## src/rtl/pfc_gate_pkg.sv

```systemverilog
package pfc_gate_pkg;

   typedef enum logic [1:0] {
      PS_NONE = 2'b00,
      PS_LOW  = 2'b01,
      PS_FULL = 2'b10
   } pause_state_e;

endpackage

```

## src/rtl/pfc_fc_qualify.sv

```systemverilog
module pfc_fc_qualify
   import pfc_gate_pkg::*;
#(
   parameter int TIME_W = 16
) (
   input  logic              fc_valid,
   input  logic              fc_low,
   input  logic [TIME_W-1:0] fc_time,
   input  logic              cfg_fc_en,
   input  logic              cfg_fc_reject,
   output logic              load,
   output pause_state_e      load_state,
   output logic [TIME_W-1:0] load_time,
   output logic              rx_fwd
);

   logic zero_time;

   always_comb begin
      zero_time = (fc_time == '0);
      load      = fc_valid & cfg_fc_en;
      load_time = fc_time;
      if (zero_time)
         load_state = PS_NONE;
      else if (fc_low)
         load_state = PS_LOW;
      else
         load_state = PS_FULL;
      rx_fwd = fc_valid & ~cfg_fc_reject;
   end

endmodule

```

## src/rtl/pfc_pause_timer.sv

```systemverilog
module pfc_pause_timer
   import pfc_gate_pkg::*;
#(
   parameter int TIME_W = 16
) (
   input  logic              clk,
   input  logic              rst,
   input  logic              load,
   input  pause_state_e      load_state,
   input  logic [TIME_W-1:0] load_time,
   input  logic              slot_tick,
   output pause_state_e      state,
   output logic [TIME_W-1:0] left
);

   localparam logic [TIME_W-1:0] ONE = TIME_W'(1);

   pause_state_e      state_q;
   logic [TIME_W-1:0] left_q;

   always_ff @(posedge clk) begin
      if (rst) begin
         state_q <= PS_NONE;
         left_q  <= '0;
      end else if (load) begin
         state_q <= load_state;
         left_q  <= load_time;
      end else if (slot_tick && state_q != PS_NONE) begin
         if (left_q == ONE) begin
            state_q <= PS_NONE;
            left_q  <= '0;
         end else begin
            left_q <= left_q - ONE;
         end
      end
   end

   assign state = state_q;
   assign left  = left_q;

   a_r4_state_legal: assert property (@(posedge clk) disable iff (rst)
      state_q != 2'b11);

   a_r6_zero_iff_none: assert property (@(posedge clk) disable iff (rst)
      (left_q == '0) == (state_q == PS_NONE));

   a_r6_tick_dec: assert property (@(posedge clk) disable iff (rst)
      (!load && slot_tick && state_q != PS_NONE && left_q > ONE)
      |=> left_q == $past(left_q) - ONE);

   a_r5_zero_clears: assert property (@(posedge clk) disable iff (rst)
      (load && load_time == '0) |=> state_q == PS_NONE);

   a_r7_load_wins: assert property (@(posedge clk) disable iff (rst)
      (load && slot_tick) |=> left_q == $past(load_time));

endmodule

```

## src/rtl/pfc_fetch_gate.sv

```systemverilog
module pfc_fetch_gate
   import pfc_gate_pkg::*;
#(
   parameter int FIFO_DEPTH = 4,
   parameter bit CAP_EN     = 1'b1,
   parameter int FW         = $clog2(FIFO_DEPTH + 1)
) (
   input  logic         clk,
   input  logic         rst,
   input  pause_state_e state,
   input  logic [FW-1:0] fifo_frames,
   input  logic [FW-1:0] cfg_fifo_cap,
   output logic         hp_deq_en,
   output logic         lp_deq_en,
   output logic         tx_hold
);

   localparam logic [FW-1:0] DEPTH_V = FW'(FIFO_DEPTH);

   logic          room;
   logic [FW-1:0] eff_cap;

   generate
      if (CAP_EN) begin : g_cap
         always_comb begin
            eff_cap = (cfg_fifo_cap > DEPTH_V) ? DEPTH_V : cfg_fifo_cap;
            room    = fifo_frames < eff_cap;
         end
      end else begin : g_nocap
         always_comb begin
            eff_cap = DEPTH_V;
            room    = fifo_frames < DEPTH_V;
         end
      end
   endgenerate

   always_comb begin
      tx_hold   = (state == PS_FULL);
      hp_deq_en = room;
      lp_deq_en = room && (state == PS_NONE);
   end

   a_r2_hold_blocks_lp: assert property (@(posedge clk) disable iff (rst)
      tx_hold |-> !lp_deq_en);

   a_r10_no_overfill: assert property (@(posedge clk) disable iff (rst)
      (fifo_frames >= eff_cap) |-> !(hp_deq_en || lp_deq_en));

   a_r3_low_no_hold: assert property (@(posedge clk) disable iff (rst)
      (state == PS_LOW) |-> (!tx_hold && !lp_deq_en));

endmodule

```

## src/rtl/pfc_tx_gate.sv

```systemverilog
module pfc_tx_gate
   import pfc_gate_pkg::*;
#(
   parameter int TIME_W     = 16,
   parameter int FIFO_DEPTH = 4,
   parameter bit CAP_EN     = 1'b1,
   parameter int FW         = $clog2(FIFO_DEPTH + 1)
) (
   input  logic              clk,
   input  logic              rst,
   input  logic              cfg_fc_en,
   input  logic              cfg_fc_reject,
   input  logic [FW-1:0]     cfg_fifo_cap,
   input  logic              fc_valid,
   input  logic              fc_low,
   input  logic [TIME_W-1:0] fc_time,
   input  logic              slot_tick,
   input  logic [FW-1:0]     fifo_frames,
   output logic              hp_deq_en,
   output logic              lp_deq_en,
   output logic              tx_hold,
   output logic [1:0]        pause_state,
   output logic [TIME_W-1:0] pause_left,
   output logic              rx_fwd
);

   generate
      if (TIME_W < 2) begin : g_bad_time_w
         $error("pfc_tx_gate: TIME_W must be at least 2");
      end
      if (FIFO_DEPTH < 2) begin : g_bad_depth
         $error("pfc_tx_gate: FIFO_DEPTH must be at least 2");
      end
      if (FW < $clog2(FIFO_DEPTH + 1)) begin : g_bad_fw
         $error("pfc_tx_gate: FW too narrow for FIFO_DEPTH");
      end
   endgenerate

   logic              ld;
   pause_state_e      ld_state;
   logic [TIME_W-1:0] ld_time;
   pause_state_e      cur_state;

   pfc_fc_qualify #(.TIME_W(TIME_W)) u_qualify (
      .fc_valid      (fc_valid),
      .fc_low        (fc_low),
      .fc_time       (fc_time),
      .cfg_fc_en     (cfg_fc_en),
      .cfg_fc_reject (cfg_fc_reject),
      .load          (ld),
      .load_state    (ld_state),
      .load_time     (ld_time),
      .rx_fwd        (rx_fwd)
   );

   pfc_pause_timer #(.TIME_W(TIME_W)) u_timer (
      .clk        (clk),
      .rst        (rst),
      .load       (ld),
      .load_state (ld_state),
      .load_time  (ld_time),
      .slot_tick  (slot_tick),
      .state      (cur_state),
      .left       (pause_left)
   );

   pfc_fetch_gate #(.FIFO_DEPTH(FIFO_DEPTH), .CAP_EN(CAP_EN), .FW(FW)) u_fetch (
      .clk          (clk),
      .rst          (rst),
      .state        (cur_state),
      .fifo_frames  (fifo_frames),
      .cfg_fifo_cap (cfg_fifo_cap),
      .hp_deq_en    (hp_deq_en),
      .lp_deq_en    (lp_deq_en),
      .tx_hold      (tx_hold)
   );

   assign pause_state = cur_state;

   a_r8_disabled_ignored: assert property (@(posedge clk) disable iff (rst)
      (fc_valid && !cfg_fc_en && !slot_tick)
      |=> (pause_state == $past(pause_state) && pause_left == $past(pause_left)));

   a_r9_reject_blocks: assert property (@(posedge clk) disable iff (rst)
      cfg_fc_reject |-> !rx_fwd);

endmodule

```

## config.mk

```make
export PLATFORM = sky130hd
export DESIGN_NAME = pfc_tx_gate
export DESIGN_NICKNAME = d
export VERILOG_FILES = /design/src/rtl/pfc_gate_pkg.sv /design/src/rtl/pfc_fc_qualify.sv /design/src/rtl/pfc_pause_timer.sv /design/src/rtl/pfc_fetch_gate.sv /design/src/rtl/pfc_tx_gate.sv
export SDC_FILE = /design/constraint.sdc
export NUM_CORES = 1
export LEC_CHECK = 0
export BUFFER_PORTS_ARGS = -buffer_cell sky130_fd_sc_hd__buf_2
export CAP_MARGIN = 20
export CORE_UTILIZATION = 49
export CTS_CLUSTER_DIAMETER = 50
export DETAILED_ROUTE_END_ITERATION = 7
export PLACE_DENSITY = 0.88
export SLEW_MARGIN = 40
export SYNTH_ARGS = -nofsm -noshare
export SYNTH_HDL_FRONTEND = slang
export SYNTH_HIERARCHICAL = 1
export SYNTH_SLANG_ARGS = --single-unit
export TNS_END_PERCENT = 20
```

## constraint.sdc

```tcl
create_clock -name clk -period 2.1 [get_ports clk]
set_input_delay 0.315 -clock clk [delete_from_list [all_inputs] [get_ports clk]]
set_output_delay 0.315 -clock clk [all_outputs]
set_load 0.1 [all_outputs]
```

Word level (Yosys, flattened, before mapping). Index checks and enable logic that the tools add are counted.

Order comparisons: 2. Muxes and demuxes: 9. Bitwise logic cells: 3. $add $sub $neg: 1. Reductions and logical operators: 8. Equal/unequal tests: 2.

Operators with widths (count): 16-bit two-way mux (3); 16-bit by 1-bit == test with 1-bit output, second input constant (1); 16-bit zero test (1); 16-bit by 1-bit subtractor with 16-bit output, second input constant (1); 2-bit two-way mux (5); 2-bit nonzero test (3); 3-bit > comparator, second input constant (1); 3-bit < comparator (1); 3-bit two-way mux (1); 1-bit AND (2); 2-bit == test, second input constant (1); 1-bit logical AND (2); 2-bit zero test (1); 2-bit AND reduction (1); 1-bit NOT (1).

Input port bits: 29. Register bits after elaboration: 18. Logic and storage cells: 27. Output and inout port bits: 22.

Logic depth before layout (Yosys ltp). Gate-level depths: netlist of the first run.

Depth after elaboration: 4. Gate-level depth with buffers: 7. Depth with buffers taken out: 7.

Modules after synthesis. The synthesis of the first run kept the hierarchy.

By module, submodules not included: pfc_pause_timer (cells an instance 127, times used 1, sequential area each 360.3 µm², area an instance 1086.0 µm²); pfc_fc_qualify (cells an instance 25, times used 1, sequential area each 0.0 µm², area an instance 178.9 µm²); pfc_fetch_gate (cells an instance 9, times used 1, sequential area each 0.0 µm², area an instance 76.3 µm²).

Least setup slack after synthesis of the first run. OpenSTA, ideal clock, no wires.

Path kind: in2out. From: in cfg_fifo_cap[2]. To: out lp_deq_en. Setup slack: -1254 ps. Required time: 1785 ps. Path buffers: 0. Stages: 5. Arrival: 3039 ps. Cell sequence: inv_1 > nand2_1 > ha_1 > or4b_1 > a2111oi_2.

Cells in the longest elaborated chain, start to end: 4.

Ends and longest elaborated chain: from (decl) (line pfc_tx_gate.sv:13) `input logic [FW-1:0] cfg_fifo_cap,`; 3-bit > comparator (line pfc_fetch_gate.sv:26) `eff_cap = (cfg_fifo_cap > DEPTH_V) ? DEPTH_V : cfg_fifo_cap;`; 3-bit two-way mux (*) (line pfc_fetch_gate.sv:26); 3-bit < comparator (*) (line pfc_fetch_gate.sv:27) `room = fifo_frames < eff_cap;`; 1-bit logical AND (*) (line pfc_fetch_gate.sv:40) `lp_deq_en = room && (state == PS_NONE);`; to (decl) (line pfc_tx_gate.sv:20) `output logic lp_deq_en,`.

Mark *: on every way between the ends. The rest lies on a longest branch, timed or not.

Worst setup path after layout of the first run. Ends and elaborated chain as after synthesis.

==> results of run 1 <==
[cell type report]
class                   count  area, µm²  area share (%)
clock buffers               4       36.3            2.21
multi-input cells         116        848            51.7
well taps                  30       37.5            2.29
inverters                   6       35.0            2.13
flip-flops and latches     18        367            22.3
repair buffers             53        318            19.4
[tightest hold or removal path: stages]
cell	delay, ns
buf_2	0.10
nand2_1	0.05
a21oi_1	0.05
[per-layer routing]
metal,vias to the layer above,track usage [%],share of wire [%]
li1,661,-,-
met2,70,41.3,48
met4,0,7.26,2.1
met1,619,33.9,43
met5,-,0,0
met3,8,6.11,6.6
[worst max path at each step]
stage / end / slack (ns) / depth (start not counted)
CTS: lp_deq_en / -0.006 / 7
global route: lp_deq_en / -0.04 / 7
detailed placement: lp_deq_en / -0.12 / 7
global placement: lp_deq_en / -0.09 / 7
finish: lp_deq_en / -0.003 / 7
floorplan: lp_deq_en / -0.50 / 5
[state kept, by name, summed over array words and instances (netlist names)]
name and flops:
u_timer/left 16, u_timer/state 2
[placed cells by master (no fill, tap or decap), types with 6 or more instances in the layout]
master / count
a21oi_1: 6
buf_2: 47
dfxtp_1: 13
nand2_1: 12
nand3_1: 6
nor2_1: 10
nor3_1: 7
nor4_1: 7
o22ai_1: 6
xnor2_1: 9
[through the flow]
stage          area [µm²]  TNS [ns]  setup slack [ns]  total power, µW
6_report             1640  -0.00344          -0.00344             1240
3_5_place_dp         1570    -0.124            -0.124             1020
5_1_grt              1640   -0.0441           -0.0441             1300
4_1_cts              1640  -0.00558          -0.00558             1240
3_3_place_gp         1570   -0.0878           -0.0878             1010
2_1_floorplan        1390     -1.15            -0.502              915
[logic make-up (layout without fill, tap and decap cells)]
kind of cell / after synthesis / after routing / share of synthesized area [%]
flip-flops: 18 / 18 / 26.9
AO/OA/AOI/OAI: 38 / 38 / 20.1
adder cells (fa/ha/maj): 4 / 4 / 3.73
XOR/XNOR: 9 / 9 / 5.88
AND/OR/NAND/NOR: 65 / 65 / 29.6
buffers and inverters: 27 / 63 / 13.9
[power by group through the flow]
| stage | combinational, µW | clock [µW] | sequential (µW) |
|---|---|---|---|
| 2_1_floorplan | 303 | 0 | 612 |
| 3_3_place_gp | 589 | 0 | 422 |
| 3_5_place_dp | 597 | 0 | 424 |
| 4_1_cts | 605 | 222 | 416 |
| 5_1_grt | 644 | 235 | 422 |
| 6_report | 610 | 216 | 417 |
[what timing repair did]
action	CTS	global route
gates resized for setup	6	1
endpoints found under the setup margin	1	2
buffers inserted	0	0
pin swaps	4	0
==> metrics, run 1 <==
Detail Placement HPWL=2590 µm; vias per inst=between 5 and 6; Switch Pwr=578 µW; first-pass GRT wire length=5440 µm; initial antenna violation count=0; total gr overflow=0; Die W=approximately 54 µm; dpl cells=223; failing checks=setup timing; commonest register cell after synthesis=dfxtp_1; Core Util, Final=65.1%; GPL Wtd Cong=0.869; FP Rows=18; PortBufs=50; Area Growth Syn to Fin=22.4%; most instantiated cells after synthesis=dfxtp_1 (18), buf_4 (16), nand2_1 (13); Syn Area/Cell=roughly 8.3 µm²; crit-path leading delay family=simple AND/OR/NAND/NOR gates; Post-Layout Cell Count=227; hold path depth=3; initial drt markers=between 60 and 70; Worst Skew=between 0.01 and 0.015 ns; critical path launch point=cfg_fifo_cap[2]; period utilization=100%; pwr dens=757 nW/µm²; Fillers=216; Worst Path Arrival=roughly 1.8 ns; sw frac=46.5%; Worst Hold Class=primary input to register; Placeable Area=2520 µm²; largest net degree at the start of global routing=23; TritonCTS clock tree=yes; Vias=roughly 1400; final setup violation count=1; cell-internal power=665 µW; CTS H-tree lvls=1; FMAX=475 MHz; hold path endpoint=u_timer/left[0]$_SDFFE_PP0P_; Req. time, crit path=1.78 ns; synthesized instance count=161; hold slack final=approximately 0.27 ns; post-DR wirelength/cell=14.7 µm; antenna-violating nets left=0; routed wire length=3340 µm; Post-CTS Hold Buffers=0; Area contributors post-synth=dfxtp_1 (27%), buf_4 (9.0%), xnor2_1 (5.9%); Slew @ Worst Pin=0.726 ns; clk buf depth=2; TritonRoute pass-1 iters=5; RSZ-0062 raised after global routing=true; Comb pwr share=between 40% and 50%; Final Critical Period=2.10 ns; # IOs=51; Async SR Flop Fraction=0%; Max VDD drop=735 µV; slowest stage delay, CP=0.54 ns; sequential fraction of the synthesis area=around 27%; Worst setup EP type=output port; Clock power frac=17.3%; Slowest cell on crit path=or4b_4; most common cell in the netlist=dfxtp_1; Mapped Nets=approximately 190; status=complete, but fails checks; R2R setup slack=0.24 ns; EDFF count, synth=0; top-area cell type share of the netlist area=a little over a quarter; Worst-path clk slew=0.09 ns; CTS sink cnt=18; CP cell instances=buf_12 > inv_12 > nand2_4 > ha_4 > or4b_4 > a2111oi_4 > buf_12; reg2reg start=u_timer/left[1]$_SDFFE_PP0P_; max_cap viols=0; Fin. Hold Viols=0; FF+latch count, synth=18; Mapped Area=around 1300 µm²; Synth Warn #=6; R2R depth=7; setup ws final=-0.00344 ns; worst-path fanout max=2; Seq pwr share=33.6%; worst-skew pair later-pin latency=0.30 ns; number of buffers created by CTS=3; cell mode on critical path=buf_12; Initial Util=53.2%; layout cells sized above 1=41.1%; Die H=54.3 µm; hold path start=fc_time[0]; Final #Nets=around 230; GRT Overall Usage=25.7%; CTS root buf=clkbuf_4; Pleak=0.000693 µW; Rel. slew slack=51.1%; Yosys cell types=46; die area=slightly below 3000 µm²; Synth area leader=dfxtp_1; n_diodes=0; max-slew violation count=0; CP startpoint kind=primary input; reg2reg end=u_timer/left[11]$_SDFFE_PP0P_; number of global-route vias before repair=~1200; critical setup path kind=primary input to output port; crit path buf inv count=3; # DRC=0
No activity file was read; power rests on OpenSTA's default activity.
==> inputs of run 2 (changes only) <==
Settings changed: ABC_AREA set to 1, CORE_UTILIZATION 49 to 50, PLACE_DENSITY 0.88 to 0.87.
==> run 2 against run 1 <==
  * Largest cell class unchanged
  * Non-clock buffer count fell by 2
  * Sequential cell count unchanged
  * Synthesized cell count rose by 53%
  * Wire length down 0.66%
  * Die area rose by 12%
  * Core utilization is 4.6 points lower
  * Sequential power down 2%
  * The flow finishes with violations (DRC)
  * First-iteration DRC count is 1.5% higher
  * Combinational power up 11%
  * Power rose by 5.1%
  * Critical path type unchanged
==> metrics, run 2 <==
status=complete, but fails checks; failing checks=DRC; period utilization=85.4%; Final Critical Period=~1.8 ns; max-slew violation count=0; crit path buf inv count=5; Post-CTS Hold Buffers=0; Worst Skew=0.00125 ns; R2R setup slack=around 0.6 ns; sequential fraction of the synthesis area=between 20% and 30%; worst-path fanout max=3; number of buffers created by CTS=3; commonest register cell after synthesis=dfxtp_1; TritonRoute pass-1 iters=8; Async SR Flop Fraction=0%; max_cap viols=0; most instantiated cells after synthesis=nand2_1 (60), nor2_1 (33), inv_1 (32); Mapped Nets=280; FMAX=558 MHz; cell-internal power=around 650 µW; hold path start=fc_time[2]; routed wire length=around 3300 µm; Synth Warn #=6; Worst setup EP type=output port; reg2reg start=u_timer/left[1]$_SDFFE_PP0P_; # DRC=2; CP cell instances=buf_2 > inv_2 > nand2_1 > ha_1 > nand2_1 > inv_1 > nand2_1 > nand2_1 > inv_1 > buf_2; Yosys cell types=27; Die W=57.4 µm; Seq pwr share=31.2%; synthesized instance count=between 200 and 250; sw frac=50.3%; largest net degree at the start of global routing=21; PortBufs=50; Vias=1578; crit-path leading delay family=buffers and inverters; hold path endpoint=u_timer/left[2]$_SDFFE_PP0P_; placed cell area=1670 µm²; most common cell after layout, fill and taps aside=nand2_1; Final #Nets=around 310; max reg flops=16; Rel. slew slack=between 60% and 70%; n_diodes=0; Die H=57.4 µm; Worst Hold Class=primary input to register; RSZ-0062 raised after global routing=false; EDFF count, synth=0; Initial Util=54.3%; setup bufs post-CTS=0; first-pass GRT wire length=between 5000 and 6000 µm; number of global-route vias before repair=approximately 1300; Core Util, Final=60.5%; antenna-violating nets left=0; Req. time, crit path=1.78 ns; total gr overflow=0; Max VDD drop=roughly 430 µV; Area Growth Syn to Fin=11.3%; cell mode on critical path=nand2_1; TritonCTS clock tree=yes; most common cell in the netlist=nand2_1; pre-CTS setup slack=between 0.3 and 0.4 ns; CTS sink cnt=18; worst-skew pair later-pin latency=0.29 ns; pwr dens=764 nW/µm²; Resized Gates After CTS=0; reg2reg end=u_timer/left[15]$_SDFFE_PP0P_; Pleak=0.000885 µW; CTS root buf=clkbuf_4; die area=between 3000 and 4000 µm²; FF+latch count, synth=18; WP depth=10; # IOs=51; Finished Cell Area=1710 µm²; Placeable Area=2830 µm²; Area contributors post-synth=dfxtp_1 (23%), nand2_1 (15%), nor2_1 (8.1%); Synth area leader=dfxtp_1; Comb pwr share=just over 50%; Syn Area/Cell=around 6.2 µm²; Slew @ Worst Pin=0.487 ns; clk buf depth=2; initial antenna violation count=0; slowest stage delay, CP=0.41 ns; Post-Layout Cell Count=311; dpl cells=slightly above 300; initial drt markers=66; top-area cell type share of the netlist area=23.5%; most frequent cells in the layout=nand2_1 (60), buf_2 (49), inv_1 (32), nor2_1 (31), a21oi_1 (20); CTS H-tree lvls=1; Fin. Hold Viols=0; post-DR wirelength/cell=10.7 µm; Worst-path clk slew=approximately 0.11 ns; FP Rows=19; layout cells sized above 1=26.1%; R2R depth=9; critical path launch point=cfg_fifo_cap[2]; GRT Overall Usage=around 22%; Mapped Area=1540 µm²; vias per inst=5.07; GPL Wtd Cong=0.834; hold path depth=3; setup ws final=0.307 ns; Detail Placement HPWL=2580 µm; critical setup path kind=primary input to output port; Slowest cell on crit path=buf_2; CP startpoint kind=primary input; Switch Pwr=657 µW; Worst Path Arrival=1.48 ns; final setup violation count=0; Clock power frac=16.9%
-- run 2: cell types whose count changed after synthesis, moves of 7 or more --
cell,before,now
inv_1,6,32
o21ai_0,5,12
a21oi_1,7,20
nand2_1,13,60
nand3_1,6,17
xnor2_1,9,1
nor2_1,10,33
nor3_1,7,0
nor4_1,7,0
-- run 2: worst register-to-register path: stages, from the launching register on --
cell,delay (ns)
dfxtp_1,0.39
inv_1,0.09
ha_1,0.18
nand2_1,0.07
nor2_1,0.05
nand2_1,0.09
nand2_2,0.10
nor2_4,0.22
nand3_1,0.12
a21oi_1,0.13
-- run 2: worst max-delay path by stage --
stage | slack (ns) | end
2_1_floorplan | -0.11 | lp_deq_en
3_3_place_gp | 0.33 | hp_deq_en
3_5_place_dp | 0.31 | hp_deq_en
4_1_cts | 0.31 | hp_deq_en
5_1_grt | 0.21 | hp_deq_en
6_report | 0.31 | hp_deq_en
-- run 2: power by group through the flow --
stage	Sequential [µW]	Clock [µW]	Combinational [µW]
after floorplan	615	0	375
after global placement	414	0	662
after detailed placement	415	0	671
after CTS	407	229	674
after global routing	413	245	733
final	407	221	678
-- run 2: metal layers --
layer	vias up	GRT usage [%]	share of wire (%)
met4	0	8.71	0
li1	818	-	-
met3	0	3.63	7.8
met1	686	29.8	47
met2	74	33.7	46
met5	-	0	0
-- run 2: layout make-up --
cell class                      instances  area (µm²)
Sequential cell                        18         360
Fill cell                             283        1120
Clock buffer                            4        36.3
Multi-Input combinational cell        173         875
Tap cell                               31        38.8
Inverter                               34         128
Timing Repair Buffer                   51         273
-- run 2: kinds of logic after synthesis --
group                    share of synthesized area [%]
AND/OR/NAND/NOR                                   36.1
buffers and inverters                             20.3
AO/OA/AOI/OAI                                     12.9
flip-flops                                        23.5
XOR/XNOR                                          3.99
adder cells (fa/ha/maj)                           3.26
-- run 2: per-stage QoR --
step	hold WS, ns	power, µW	TNS [ns]
floorplan	0.487	990	-0.191
global placement	0.534	1080	0
detailed placement	0.538	1090	0
CTS	0.264	1310	0
global route	0.259	1390	0
finish	0.273	1310	0
==> inputs of run 3 (changes only) <==
Clock period 2.1 ns to 2.2 ns, I/O delays scaled along.
==> run 3 against run 2 <==
  * The flow still finishes with violations (DRC)
  * Wire length grew 4.0%
  * Global-route usage shrank 0.12 points
  * Non-clock buffer count is the same
  * Critical path type unchanged
  * Critical path depth is the same
  * Die area is the same
  * Setup slack gained 0.061 ns
  * Via count is the same
  * Largest cell class unchanged
  * Core utilization shrank 0.53 points
  * Register-to-register slack gained 0.07 ns
  * Largest power group unchanged
  * Combinational power shrank 5.5%
==> metrics, run 3 (synthesis results as in run 2) <==
status=complete, but fails checks; failing checks=DRC; worst-path fanout max=3; R2R depth=9; Req. time, crit path=between 1.5 and 2 ns; max_cap viols=0; CTS root buf=clkbuf_4; Die H=57.4 µm; setup bufs post-CTS=0; CTS sink cnt=18; initial drt markers=slightly above 80; Worst setup EP type=output port; antenna-violating nets left=0; max reg flops=16; Area Growth Syn to Fin=10.3%; Fin. Hold Viols=0; clk buf depth=2; Post-CTS Hold Buffers=0; number of global-route vias before repair=about 1400; layout cells sized above 1=26.1%; TritonCTS clock tree=yes; GPL Wtd Cong=0.851; Final #Nets=314; Core Util, Final=59.9%; GRT Overall Usage=21.6%; Initial Util=around 54%; largest net degree at the start of global routing=21; Die W=~57 µm; Slew @ Worst Pin=0.487 ns; max-slew violation count=0; Worst-path clk slew=between 0.1 and 0.15 ns; period utilization=a little over four fifths; CP startpoint kind=primary input; Max VDD drop=473 µV; post-DR wirelength/cell=11.1 µm; most common cell after layout, fill and taps aside=nand2_1; CTS H-tree lvls=1; final setup TNS=0 ns; initial antenna violation count=0; FP Rows=19; total power=1240 µW; Pleak=0.000880 µW; first-pass GRT wire length=5530 µm; vias per inst=5.07; n_diodes=0; most frequent cells in the layout=nand2_1 (60), buf_2 (50), inv_1 (32), nor2_1 (31), a21oi_1 (20); pwr dens=roughly 730 nW/µm²; RSZ-0062 raised after global routing=false; final setup violation count=0; Post-Layout Cell Count=between 300 and 400; number of buffers created by CTS=3; hold path depth=3; Worst Hold Class=primary input to register; dpl cells=307; Final Critical Period=approximately 1.8 ns; worst-skew pair later-pin latency=0.30 ns; die area=roughly 3300 µm²; total gr overflow=0; TritonRoute pass-1 iters=6; PortBufs=50; Resized Gates After CTS=0; Rel. slew slack=67.7%; hold slack final=0.283 ns; Placeable Area=2830 µm²; # DRC=2; # IOs=51; Worst Skew=0.00657 ns; Vias=1578; Detail Placement HPWL=2600 µm; critical setup path kind=primary input to output port; FMAX=roughly 550 MHz; Worst Path Arrival=~1.5 ns; routed wire length=3450 µm
## run 3: cell counts in the layout (fill, tap and decap cells not counted)
No cell type changed its count.
## run 3: critical path, cell delays in order
cell     delay [ns]
buf_2          0.10
inv_2          0.06
nand2_1        0.05
ha_1           0.26
nand2_1        0.06
inv_1          0.03
nand2_1        0.05
nand2_1        0.07
nor2_2         0.07
buf_2          0.42
## run 3: power breakdown
part           internal (µW)  leakage [µW]  switching (µW)
Sequential               354      0.000148            35.2
Clock                    101     0.0000210             113
Combinational            157      0.000712             484
## run 3: metal layers
metal | up-vias | share of wire (%) | routed length [µm] | GRT usage, %
li1 | 816 | - | - | -
met1 | 684 | 44 | 1500 | 27.3
met2 | 74 | 46 | 1570 | 35.5
met3 | 4 | 9.6 | 330 | 3.85
met4 | 0 | 1.3 | 44 | 10.1
met5 | - | 0 | 0 | 0
## run 3: worst paths after layout
check / startpoint / endpoint / slack, ns
worst max register to register: u_timer/left[1]$_SDFFE_PP0P_ / u_timer/left[15]$_SDFFE_PP0P_ / 0.68
worst min register to register: u_timer/state[1]$_SDFFE_PP0P_ / u_timer/state[1]$_SDFFE_PP0P_ / 0.57
worst max-delay path: cfg_fifo_cap[2] / lp_deq_en / 0.37
worst min-delay path: fc_time[7] / u_timer/left[7]$_SDFFE_PP0P_ / 0.28
## run 3: metrics by stage
stage	setup slack, ns	cell area [µm²]
3_3_place_gp	0.376	1660
5_1_grt	0.248	1700
4_1_cts	0.357	1700
6_report	0.368	1700
3_5_place_dp	0.359	1660
2_1_floorplan	-0.0240	1550
## run 3: final cells by class
cell class                 count  area [µm²]
sequential                    18         360
tap                           31        38.8
inverter                      34         128
fill                         271        1130
multi-input combinational    173         875
timing repair buffer          51         258
clock buffer                   4        36.3
